`config.mk`:
```
export PLATFORM = sky130hd
export DESIGN_NAME = i2c_regfront
export DESIGN_NICKNAME = d
export VERILOG_FILES = /design/src/rtl/i2c_rf_pkg.sv /design/src/rtl/i2c_rf_fifo.sv /design/src/rtl/i2c_rf_irq.sv /design/src/rtl/i2c_regfront.sv
export SDC_FILE = /design/constraint.sdc
export NUM_CORES = 1
export LEC_CHECK = 0
export BUFFER_PORTS_ARGS = -buffer_cell sky130_fd_sc_hd__buf_2
export CAP_MARGIN = 30
export CORE_ASPECT_RATIO = 1.2
export CORE_UTILIZATION = 60
export CTS_BUF_LIST = sky130_fd_sc_hd__clkbuf_8
export CTS_CLUSTER_SIZE = 40
export DETAILED_ROUTE_END_ITERATION = 12
export GPL_TIMING_DRIVEN = 1
export PLACE_DENSITY = 0.82
export SYNTH_ARGS = -nofsm -noshare
export SYNTH_HDL_FRONTEND = slang
export SYNTH_HIERARCHICAL = 1
export SYNTH_SLANG_ARGS = --single-unit
```
`constraint.sdc`:
```
create_clock -name clk -period 4.05 [get_ports clk]
set_clock_uncertainty 0.2 [all_clocks]
set_input_delay 0 -clock clk [delete_from_list [all_inputs] [get_ports clk]]
set_output_delay 0 -clock clk [all_outputs]
set_load 0.01 [all_outputs]
```
`src/rtl/i2c_rf_pkg.sv`:
```
package i2c_rf_pkg;

    typedef enum logic [3:0] {
        A_CTRL = 4'd0,
        A_STAT = 4'd1,
        A_TXD  = 4'd2,
        A_RXD  = 4'd3,
        A_TXO  = 4'd4,
        A_RXO  = 4'd5,
        A_THR  = 4'd6,
        A_GIE  = 4'd7,
        A_ISR  = 4'd8,
        A_IER  = 4'd9,
        A_RST  = 4'd10
    } reg_addr_e;

    localparam logic [3:0] RST_KEY = 4'hA;

    // interrupt status bit positions
    localparam int IB_ARB   = 0;
    localparam int IB_TXERR = 1;
    localparam int IB_TXE   = 2;
    localparam int IB_RXTH  = 3;
    localparam int IB_BNB   = 4;
    localparam int IB_HALF  = 7;

    typedef struct packed {
        logic flush;
        logic en;
    } ctrl_t;

    typedef struct packed {
        logic tx_empty;
        logic rx_empty;
        logic rx_full;
        logic tx_full;
        logic rsv3;
        logic busy;
        logic [1:0] rsv0;
    } stat_t;

    function automatic logic [7:0] edge_rise(input logic now, input logic prev, input int pos);
        logic [7:0] v;
        v = '0;
        v[pos] = now & ~prev;
        return v;
    endfunction

endpackage

```
`src/rtl/i2c_rf_fifo.sv`:
```
module i2c_rf_fifo #(
    parameter int W     = 8,
    parameter int DEPTH = 16
) (
    input  logic                       clk,
    input  logic                       clr,
    input  logic                       push,
    input  logic [W-1:0]               din,
    input  logic                       pop,
    output logic [W-1:0]               dout,
    output logic [$clog2(DEPTH):0]     count,
    output logic                       full,
    output logic                       empty
);
    localparam int AW = $clog2(DEPTH);
    localparam int CW = AW + 1;

    logic [W-1:0]  mem [DEPTH];
    logic [AW-1:0] wp, rp;
    logic [CW-1:0] cnt;
    logic          do_push, do_pop;

    assign full    = (cnt == CW'(DEPTH));
    assign empty   = (cnt == '0);
    assign do_push = push && !full;
    assign do_pop  = pop && !empty;
    assign count   = cnt;
    assign dout    = mem[rp];

    always_ff @(posedge clk) begin
        if (do_push) mem[wp] <= din;
    end

    always_ff @(posedge clk) begin
        if (clr) begin
            wp  <= '0;
            rp  <= '0;
            cnt <= '0;
        end else begin
            if (do_push) wp <= wp + 1'b1;
            if (do_pop)  rp <= rp + 1'b1;
            case ({do_push, do_pop})
                2'b10:   cnt <= cnt + 1'b1;
                2'b01:   cnt <= cnt - 1'b1;
                default: cnt <= cnt;
            endcase
        end
    end


    no_overflow_chk: assert property (@(posedge clk) disable iff (clr)
        cnt <= CW'(DEPTH));


    full_drop_chk: assert property (@(posedge clk) disable iff (clr)
        (push && full && !pop) |=> $stable(cnt));


    empty_pop_chk: assert property (@(posedge clk) disable iff (clr)
        (pop && empty && !push) |=> (cnt == '0));

endmodule

```
`src/rtl/i2c_rf_irq.sv`:
```
module i2c_rf_irq (
    input  logic       clk,
    input  logic       clr,
    input  logic [7:0] set_vec,
    input  logic       tgl_we,
    input  logic [7:0] tgl_data,
    input  logic [7:0] ier,
    input  logic       gie,
    output logic [7:0] isr,
    output logic       irq
);
    logic [7:0] isr_q;

    always_ff @(posedge clk) begin
        if (clr) isr_q <= '0;
        else     isr_q <= (tgl_we ? (isr_q ^ tgl_data) : isr_q) | set_vec;
    end

    assign isr = isr_q;
    assign irq = gie && |(isr_q & ier);


    toggle_chk: assert property (@(posedge clk) disable iff (clr)
        (tgl_we && set_vec == 8'h00) |=> (isr_q == $past(isr_q ^ tgl_data)));


    irq_gate_chk: assert property (@(posedge clk) disable iff (clr)
        irq |-> gie);

endmodule

```
`src/rtl/i2c_regfront.sv`:
```
module i2c_regfront
    import i2c_rf_pkg::*;
#(
    parameter int DEPTH = 16,
    parameter int TXW   = 10,
    parameter int RXW   = 8
) (
    input  logic            clk,
    input  logic            rst,
    input  logic            reg_wr,
    input  logic            reg_rd,
    input  logic [3:0]      reg_addr,
    input  logic [31:0]     reg_wdata,
    output logic [31:0]     reg_rdata,
    output logic            eng_enable,
    output logic            eng_tx_empty,
    output logic [TXW-1:0]  eng_tx_data,
    input  logic            eng_tx_pop,
    output logic            eng_rx_full,
    input  logic            eng_rx_push,
    input  logic [RXW-1:0]  eng_rx_data,
    input  logic            eng_bus_busy,
    input  logic            eng_arb_lost,
    input  logic            eng_tx_err,
    output logic            irq
);
    localparam int AW = $clog2(DEPTH);
    localparam int CW = AW + 1;

    reg_addr_e addr;
    assign addr = reg_addr_e'(reg_addr);

    logic soft_rst, clr;
    assign soft_rst = reg_wr && (addr == A_RST) && (reg_wdata == 32'(RST_KEY));
    assign clr      = rst || soft_rst;

    ctrl_t           ctrl_q;
    logic [AW-1:0]   thr_q;
    logic            gie_q;
    logic [7:0]      ier_q;
    logic [RXW-1:0]  rx_last;
    logic [31:0]     rdata_q;

    logic [TXW-1:0]  tx_dout;
    logic [RXW-1:0]  rx_dout;
    logic [CW-1:0]   tx_cnt, rx_cnt;
    logic            tx_full, tx_empty, rx_full, rx_empty;
    logic            tx_push, rx_pop;

    assign tx_push = reg_wr && (addr == A_TXD) && !ctrl_q.flush;
    assign rx_pop  = reg_rd && (addr == A_RXD);

    i2c_rf_fifo #(.W(TXW), .DEPTH(DEPTH)) u_txq (
        .clk(clk), .clr(clr || ctrl_q.flush),
        .push(tx_push), .din(reg_wdata[TXW-1:0]),
        .pop(eng_tx_pop), .dout(tx_dout),
        .count(tx_cnt), .full(tx_full), .empty(tx_empty)
    );

    i2c_rf_fifo #(.W(RXW), .DEPTH(DEPTH)) u_rxq (
        .clk(clk), .clr(clr),
        .push(eng_rx_push), .din(eng_rx_data),
        .pop(rx_pop), .dout(rx_dout),
        .count(rx_cnt), .full(rx_full), .empty(rx_empty)
    );

    // interrupt event sources, edge-detected against their previous level
    logic rx_hit, tx_half;
    logic prev_txe, prev_hit, prev_busy, prev_half;
    logic [7:0] set_vec, isr;

    assign rx_hit  = rx_cnt > CW'(thr_q);
    assign tx_half = tx_cnt <= CW'(DEPTH / 2);

    always_ff @(posedge clk) begin
        if (clr) begin
            prev_txe  <= 1'b1;
            prev_hit  <= 1'b0;
            prev_busy <= 1'b0;
            prev_half <= 1'b1;
        end else begin
            prev_txe  <= tx_empty;
            prev_hit  <= rx_hit;
            prev_busy <= eng_bus_busy;
            prev_half <= tx_half;
        end
    end

    always_comb begin
        set_vec = '0;
        set_vec[IB_ARB]   = eng_arb_lost;
        set_vec[IB_TXERR] = eng_tx_err;
        set_vec = set_vec
                | edge_rise(tx_empty, prev_txe, IB_TXE)
                | edge_rise(rx_hit, prev_hit, IB_RXTH)
                | edge_rise(!eng_bus_busy, !prev_busy, IB_BNB)
                | edge_rise(tx_half, prev_half, IB_HALF);
    end

    i2c_rf_irq u_irq (
        .clk(clk), .clr(clr), .set_vec(set_vec),
        .tgl_we(reg_wr && (addr == A_ISR)), .tgl_data(reg_wdata[7:0]),
        .ier(ier_q), .gie(gie_q), .isr(isr), .irq(irq)
    );

    // host-writable configuration
    always_ff @(posedge clk) begin
        if (clr) begin
            ctrl_q <= '0;
            thr_q  <= AW'(DEPTH - 1);
            gie_q  <= 1'b0;
            ier_q  <= '0;
        end else if (reg_wr) begin
            case (addr)
                A_CTRL: ctrl_q <= ctrl_t'(reg_wdata[1:0]);
                A_THR:  thr_q  <= reg_wdata[AW-1:0];
                A_GIE:  gie_q  <= reg_wdata[0];
                A_IER:  ier_q  <= reg_wdata[7:0];
                default: ;
            endcase
        end
    end

    stat_t stat;
    always_comb begin
        stat          = '0;
        stat.tx_empty = tx_empty;
        stat.rx_empty = rx_empty;
        stat.rx_full  = rx_full;
        stat.tx_full  = tx_full;
        stat.busy     = eng_bus_busy;
    end

    logic [CW-1:0] tx_occ, rx_occ;
    assign tx_occ = tx_empty ? '0 : tx_cnt - 1'b1;
    assign rx_occ = rx_empty ? '0 : rx_cnt - 1'b1;

    logic [31:0] rd_mux;
    always_comb begin
        case (addr)
            A_CTRL:  rd_mux = 32'(ctrl_q);
            A_STAT:  rd_mux = 32'(stat);
            A_RXD:   rd_mux = 32'(rx_empty ? rx_last : rx_dout);
            A_TXO:   rd_mux = 32'(tx_occ);
            A_RXO:   rd_mux = 32'(rx_occ);
            A_THR:   rd_mux = 32'(thr_q);
            A_GIE:   rd_mux = 32'(gie_q);
            A_ISR:   rd_mux = 32'(isr);
            A_IER:   rd_mux = 32'(ier_q);
            default: rd_mux = '0;
        endcase
    end

    always_ff @(posedge clk) begin
        if (clr) begin
            rx_last <= '0;
            rdata_q <= '0;
        end else begin
            if (rx_pop && !rx_empty) rx_last <= rx_dout;
            if (reg_rd) rdata_q <= rd_mux;
        end
    end

    assign reg_rdata    = rdata_q;
    assign eng_enable   = ctrl_q.en;
    assign eng_tx_empty = tx_empty;
    assign eng_tx_data  = tx_dout;
    assign eng_rx_full  = rx_full;


    soft_reset_chk: assert property (@(posedge clk) disable iff (rst)
        soft_rst |=> (ctrl_q == '0 && thr_q == AW'(DEPTH - 1) && isr == '0));


    flush_chk: assert property (@(posedge clk) disable iff (rst)
        (ctrl_q.flush && !soft_rst) |=> tx_empty);


    busy_stat_chk: assert property (@(posedge clk) disable iff (rst)
        stat.busy == eng_bus_busy);

endmodule

```
**After elaboration in Yosys (flattened, before gate mapping)**

Memories as Yosys holds them, arrays and structs flattened. A register that Yosys moved wholly into a read port is not among the register bits.
Index checks and enable logic that the tools add are counted.
Widths: inputs -> output; s select.

- Add/subtract/negate cells: 8
- Order comparisons: 2
- Equal/unequal tests: 17
- Multiplexer cells: 15
- Bitwise operators: 14
- Reduce and logical (&&, ||, !) cells: 29

Operator list:

| cell | number |
|---|---|
| $pmux 8 s9 | 1 |
| $eq 32x4->1 const B | 1 |
| $pmux 5 s2 | 2 |
| $add 4x1->4 const B | 4 |
| $eq 4x3->1 const B | 4 |
| $mux 4 | 4 |
| $mux 8 | 2 |
| $eq 4x4->1 const B | 3 |
| $logic_and 1x1->1 | 11 |
| $add 5x1->5 const B | 2 |
| $eq 5x5->1 const B | 2 |
| $logic_not 5->1 | 2 |
| $mux 5 | 2 |
| $sub 5x1->5 const B | 2 |
| $and 8x8->8 | 1 |
| $eq 4x2->1 const B | 2 |
| $or 5x8->8 | 1 |
| $or 8x8->8 | 1 |
| $reduce_and 2->1 | 4 |
| $reduce_or 8->1 | 1 |
| $xor 8x8->8 | 1 |
| $logic_not 1->1 | 6 |
| $gt 5x4->1 | 1 |
| $le 5x4->1 const B | 1 |
| 12 further kinds | 24 |

- Register bits: 93
- Bits in writable memories: 288
- Input bits: 53
- Output and inout port bits: 46
- Logic and storage cells: 105
- Memories kept: 2

Memories:

| name | depth | bits a word | rd ports | clocked after memory_dff | wr ports | RTL line | RTL |
|---|---|---|---|---|---|---|---|
| u_txq.mem | 16 | 10 | 1 | 1 | 1 | i2c_rf_fifo.sv:18 | `logic [W-1:0] mem [DEPTH];` |
| u_rxq.mem | 16 | 8 | 1 | 1 | 1 | i2c_rf_fifo.sv:18 |  |

**Depth between registers and ports, before layout**

- Word-level depth: 7
- Depth in mapped cells: 13
- Gate-level depth less buffers: 12

**Hierarchy**

The synthesis kept the hierarchy.

Modules (own cells, without submodules):

| module | instances | cells an instance | area each (sq um) | sequential area each (sq um) |
|---|---|---|---|---|
| i2c_rf_fifo at u_txq | 1 | 372 | 7024.2 | 5144.9 |
| i2c_rf_fifo at u_rxq | 1 | 324 | 5836.8 | 4184.0 |
| i2c_regfront | 1 | 284 | 2341.0 | 700.7 |
| i2c_rf_irq | 1 | 49 | 449.2 | 160.2 |

**Worst setup path after synthesis**

OpenSTA, ideal clock, no wires.

- Kind: reg-to-reg
- Start: reg u_rxq.cnt[2] (netlist: u_rxq/count[2])
- End: reg u_rxq.cnt[4] (netlist: u_rxq/count[4])
- Library setup time: 0.121 ns
- Arrival time: 2.939 ns
- Required time: 3.729 ns
- Slack: 0.791 ns
- Stages on the path, launching flop included: 14
- Buffers on the path: 3
- Clock period less this slack: 3.259 ns
- Cell sequence: dfxtp_1 buf_2 or4_4 buf_6 o21a_4 inv_1 ha_1 clkbuf_1 xor2_1 ha_1 inv_1 a21o_1 a221oi_1 mux2_2

- Longest elaborated chain between the ends: 5
- Elaborated cells on any way between the ends: 12

RTL lines:

| what | RTL line | RTL |
|---|---|---|
| from (decl) | i2c_rf_fifo.sv:20 | `logic [CW-1:0] cnt;` |
| from (signal assigned) | i2c_rf_fifo.sv:43 | `2'b10: cnt <= cnt + 1'b1;` |
| from (signal assigned) | i2c_rf_fifo.sv:44 | `2'b01: cnt <= cnt - 1'b1;` |
| from (signal assigned) | i2c_rf_fifo.sv:45 | `default: cnt <= cnt;` |
| $eq 5x5->1 or $logic_not 5->1 (tied branches) | i2c_rf_fifo.sv:23, i2c_rf_fifo.sv:24 |  |
| $logic_not 1->1, on equally long branches | i2c_rf_fifo.sv:25, i2c_rf_fifo.sv:26 |  |
| $logic_and 1x1->1, on equally long branches | i2c_rf_fifo.sv:25, i2c_rf_fifo.sv:26 |  |
| $eq 2x1->1 or $eq 2x2->1 (tied branches) | i2c_rf_fifo.sv:42 | `case ({do_push, do_pop})` |
| $pmux 5 s2 or $reduce_bool 2->1 (tied branches) | n/a |  |

Parallel ways exist; a longest one is shown, timed or not.
A chain may end at the register's enable or synchronous reset.

==> results.txt <==
The run finished with clean final reports. From bottom edge to top edge, the die measures 179 um. Post-synthesis simple-gate area fraction: 8.50%.

Setup repair after global routing left no endpoint under its margin. In this run the horizontal extent of the chip is 149 um. The required time reported for the critical path endpoint is 4280 ps, and the compound-cell area share of the yosys netlist is 7.15%.

Entering global routing, the biggest net connects 37 pins. The biggest area consumer among synthesized cells is sky130_fd_sc_hd__edfxtp_1. The share of async-settable or async-resettable flops after synthesis was 0%. In the layout the commonest cells are sky130_fd_sc_hd__edfxtp_1, sky130_fd_sc_hd__nor2_1, sky130_fd_sc_hd__dfxtp_1, sky130_fd_sc_hd__buf_2, sky130_fd_sc_hd__mux4_2.

TritonCTS created 53 clock buffers. For the synthesized area, the log shows 15700 um2. The wire length of the first global-routing pass came out at 50.1 mm. Across the run, the number of max-cap violations was 0. Summed over all cells, the static leakage comes to 6.24 nW. The cell count after synthesis came out at 1029. The number of flops mapped to enable cells by yosys was 288; the count of cell types in the netlist was 71. The synthesis-to-layout area growth is 13.4%. The critical path class is flip-flop to flip-flop. The logs give 0 for the final max-slew violation count and 270 ps for the slack of the worst reg-to-reg path. Count of clock tree sinks: 365.

99 I/O pins were placed. The critical path arrival was 4000 ps. By area the synthesized netlist is led by sky130_fd_sc_hd__edfxtp_1, sky130_fd_sc_hd__mux4_2, sky130_fd_sc_hd__dfxtp_1, sky130_fd_sc_hd__nor2_1, sky130_fd_sc_hd__a22oi_1. In this run the power density over the cells is 427 nW/um2. Leaving out fill and tap cells, the most frequent cell in the layout is sky130_fd_sc_hd__edfxtp_1. Global routing consumed, over all layers together, 25.2% of the routing resources. Final worst setup slack: 271 ps. Buffers added to address setup during post-CTS repair amount to 0. The final route contains 9154 vias. For the pin with the worst max-slew slack, the measured transition is 1040 ps.

The worst reg2reg path depth was 10. The dominant combinational cell family by area after synthesis is multiplexers. After synthesis the netlist holds a flip-flop and latch count of 365. For the final net count, the log shows 1250. The number of design-rule violations left by the first detailed-router iteration is 838, and the number of H-tree levels is 2.

The total number of yosys warnings was 6; the deepest clock path buffer count was 3. The first TritonRoute pass finished after 5 iterations. For this block, the routed nets add up to 32.7 mm of wire.

The detail route stage leaves a number of antenna-violating nets equal to 0. Type of destination of the critical path: a flip-flop. The synthesized netlist devotes 1.76% of its cell area to adder and majority cells.

The tightest min-delay check is of the primary input to flip-flop type. The finished cells cover 17700 um2. The congestion estimate from routability-driven global placement came to 0.878.

The final antenna diode count was 0; the fraction of the yosys area taken by sequential cells was 65.1%. The placed instance count was 1398; the clock slew at the register clock pins of the worst setup and hold paths was 60 ps. The core region is 25500 um2. Excluding fillers, the count of instances in the completed layout stands at 1548.

Using the TritonRoute via totals, the vias-per-cell ratio works out to 5.91. The number of hold-slack violations in the final timing report came out at 0. Of the cells placed in the final design, the portion with a size suffix greater than 1 is 22.9%. VDD sags by at most 301 uV. The smallest clock period supported by the final layout is computed as 3780 ps. The number of rows created at floorplan was 64.

TritonCTS built the clock tree. The die area is 26700 um2, and the effective utilization at floorplan is 61.3%. The post-synthesis average cell area was 15.2 um2; the residual DRC count was 0. The synthesized netlist devotes 1.23% of its cell area to XOR and XNOR gates.

The worst slew margin relative to its limit is 30.4%, and the number of I/O port buffers is 74. For this run the aggregate overflow at the end of global routing stands at 0. The wire-length estimate of the detail-placed layout is 21.0 mm. Setup TNS: 0 ps. The share of synthesized area spent on multiplexers was 12.2%. The worst flop-to-flop path endpoint was reg_rdata[6].

The run gives 16300 um2 as the placed cell area. Following the worst setup path forward leads to its endpoint at reg_rdata[6]. OpenSTA, run right after detailed placement, puts the worst setup slack at 714 ps. For this run, the leading register cell type out of synthesis is sky130_fd_sc_hd__edfxtp_1.

The maximum clock rate is 265 MHz, and the setup-violating endpoint count in the final report is 0. The final period utilization is 93.3%. The clock reaches the later pin of the worst-skew pair after 600 ps. The maximum fanout encountered on the critical timing path is 9, and the number of global-route vias before repair is 9197. The worst hold path depth is 5.

The area share of the leading cell type in the synthesized netlist was 55.3%. The tools report the initial antenna violation count as 0. Dividing the detail-routed wire length by the instance count gives 21.1 um. The tools report the CTS root buffer as sky130_fd_sc_hd__clkbuf_8. The kind of start point of the critical path was a flip-flop.
==> Yosys cell counts, types with 4 or more instances <==
master                     number
sky130_fd_sc_hd__xnor2_1        8
sky130_fd_sc_hd__edfxtp_1     288
sky130_fd_sc_hd__nor2b_1       13
sky130_fd_sc_hd__mux4_2        72
sky130_fd_sc_hd__nand3_1       13
sky130_fd_sc_hd__a21oi_1       24
sky130_fd_sc_hd__buf_6          9
sky130_fd_sc_hd__o21ai_0        8
sky130_fd_sc_hd__a22oi_1       45
sky130_fd_sc_hd__nor3_1        18
sky130_fd_sc_hd__nand2_1       49
sky130_fd_sc_hd__a31oi_1        8
sky130_fd_sc_hd__nor4_1         9
sky130_fd_sc_hd__buf_2         16
sky130_fd_sc_hd__nand2b_1       7
sky130_fd_sc_hd__nor2_1        94
sky130_fd_sc_hd__xor2_1        14
sky130_fd_sc_hd__inv_1         34
sky130_fd_sc_hd__buf_4         27
sky130_fd_sc_hd__ha_1          22
sky130_fd_sc_hd__or3_1          4
sky130_fd_sc_hd__o21a_1         6
sky130_fd_sc_hd__clkbuf_1      24
sky130_fd_sc_hd__o22ai_1        4
sky130_fd_sc_hd__dfxtp_1       77
sky130_fd_sc_hd__a211o_1        4
sky130_fd_sc_hd__mux2i_1       26
sky130_fd_sc_hd__a21bo_2        6
sky130_fd_sc_hd__o221ai_1       5
sky130_fd_sc_hd__nor3_2         4
sky130_fd_sc_hd__o211ai_2       4
sky130_fd_sc_hd__nand3b_1      11
sky130_fd_sc_hd__buf_1          6
sky130_fd_sc_hd__and3_1         7
==> cell type report <==
| cell class | instances | area (um2) |
|---|---|---|
| fillers | 1642 | 7800 |
| clock buffers | 58 | 798 |
| clock inverters | 40 | 171 |
| well taps | 330 | 413 |
| flip-flops and latches | 365 | 10200 |
| multi-input cells | 573 | 4930 |
| repair buffers | 148 | 1110 |
| inverters | 34 | 128 |
==> critical path, cell delays in order (launching register included) <==
cell and delay (ps):
sky130_fd_sc_hd__dfxtp_4 470, sky130_fd_sc_hd__buf_4 270, sky130_fd_sc_hd__mux4_2 530, sky130_fd_sc_hd__a22oi_1 290, sky130_fd_sc_hd__nand2_1 210, sky130_fd_sc_hd__a21oi_1 170
sky130_fd_sc_hd__nor3_1 60, sky130_fd_sc_hd__dlygate4sd3_1 580, sky130_fd_sc_hd__o211ai_1 200, sky130_fd_sc_hd__dlygate4sd3_1 590, sky130_fd_sc_hd__a21oi_1 70
==> stage by stage <==
stage,hold WS [ps],util [%],power (mW)
floorplan,-101,-,4.76
global placement,26.0,63.4,4.94
detailed placement,30.1,63.6,4.96
CTS,52.4,69.4,7.61
global route,83.1,69.5,7.84
finish,89.7,69.5,7.57
==> worst min-delay path by stage <==
| stage | from | to | slack [ps] |
|---|---|---|---|
| 6_report | eng_bus_busy | u_irq/isr[4] | 90 |
| 5_1_grt | eng_bus_busy | u_irq/isr[4] | 80 |
| 4_1_cts | eng_bus_busy | u_irq/isr[4] | 50 |
| 3_5_place_dp | rst | prev_txe | 30 |
| 3_3_place_gp | rst | prev_half | 30 |
| 2_1_floorplan | eng_rx_data[0] | u_rxq/mem[0][0] | -100 |
==> sequential cells by signal (all words and copies together) (netlist names), 5 cells and up, named ones only <==
name	count
u_txq/mem	160
u_rxq/mem	128
ier_q	8
reg_rdata	8
rx_last	8
u_irq/isr	8
u_rxq/count	5
u_txq/count	5
==> per-layer routing <==
| layer | track usage, % | vias to the layer above | share of wire [%] |
|---|---|---|---|
| li1 | - | 4212 | - |
| met1 | 29.9 | 4541 | 38 |
| met2 | 45.5 | 334 | 53 |
| met3 | 4.12 | 67 | 5.8 |
| met4 | 10.1 | 0 | 2.8 |
| met5 | 0 | - | 0 |
==> kinds of logic (layout without fill, tap and decap cells) <==
logic type	count (synthesis)	after routing
adder cells (fa/ha/maj)	22	22
XOR/XNOR	22	22
AND/OR/NAND/NOR	258	258
flip-flops	365	365
buffers and inverters	116	280
multiplexers	101	101
other	1	26
AO/OA/AOI/OAI	144	144
==> power by group <==
| part | internal (mW) | switching (mW) |
|---|---|---|
| sequential | 4.09 | 0.0811 |
| clock | 1.32 | 1.32 |
| combinational | 0.358 | 0.397 |
| total | 5.77 | 1.80 |
==> repair_timing <==
item / in CTS / in global routing
hold buffers: 51 / 0
hold endpoints to repair: 378 / 0
setup endpoints to repair: 0 / 1
resized for setup: 0 / 1
Note: power is estimated with default switching activity, not from simulation.
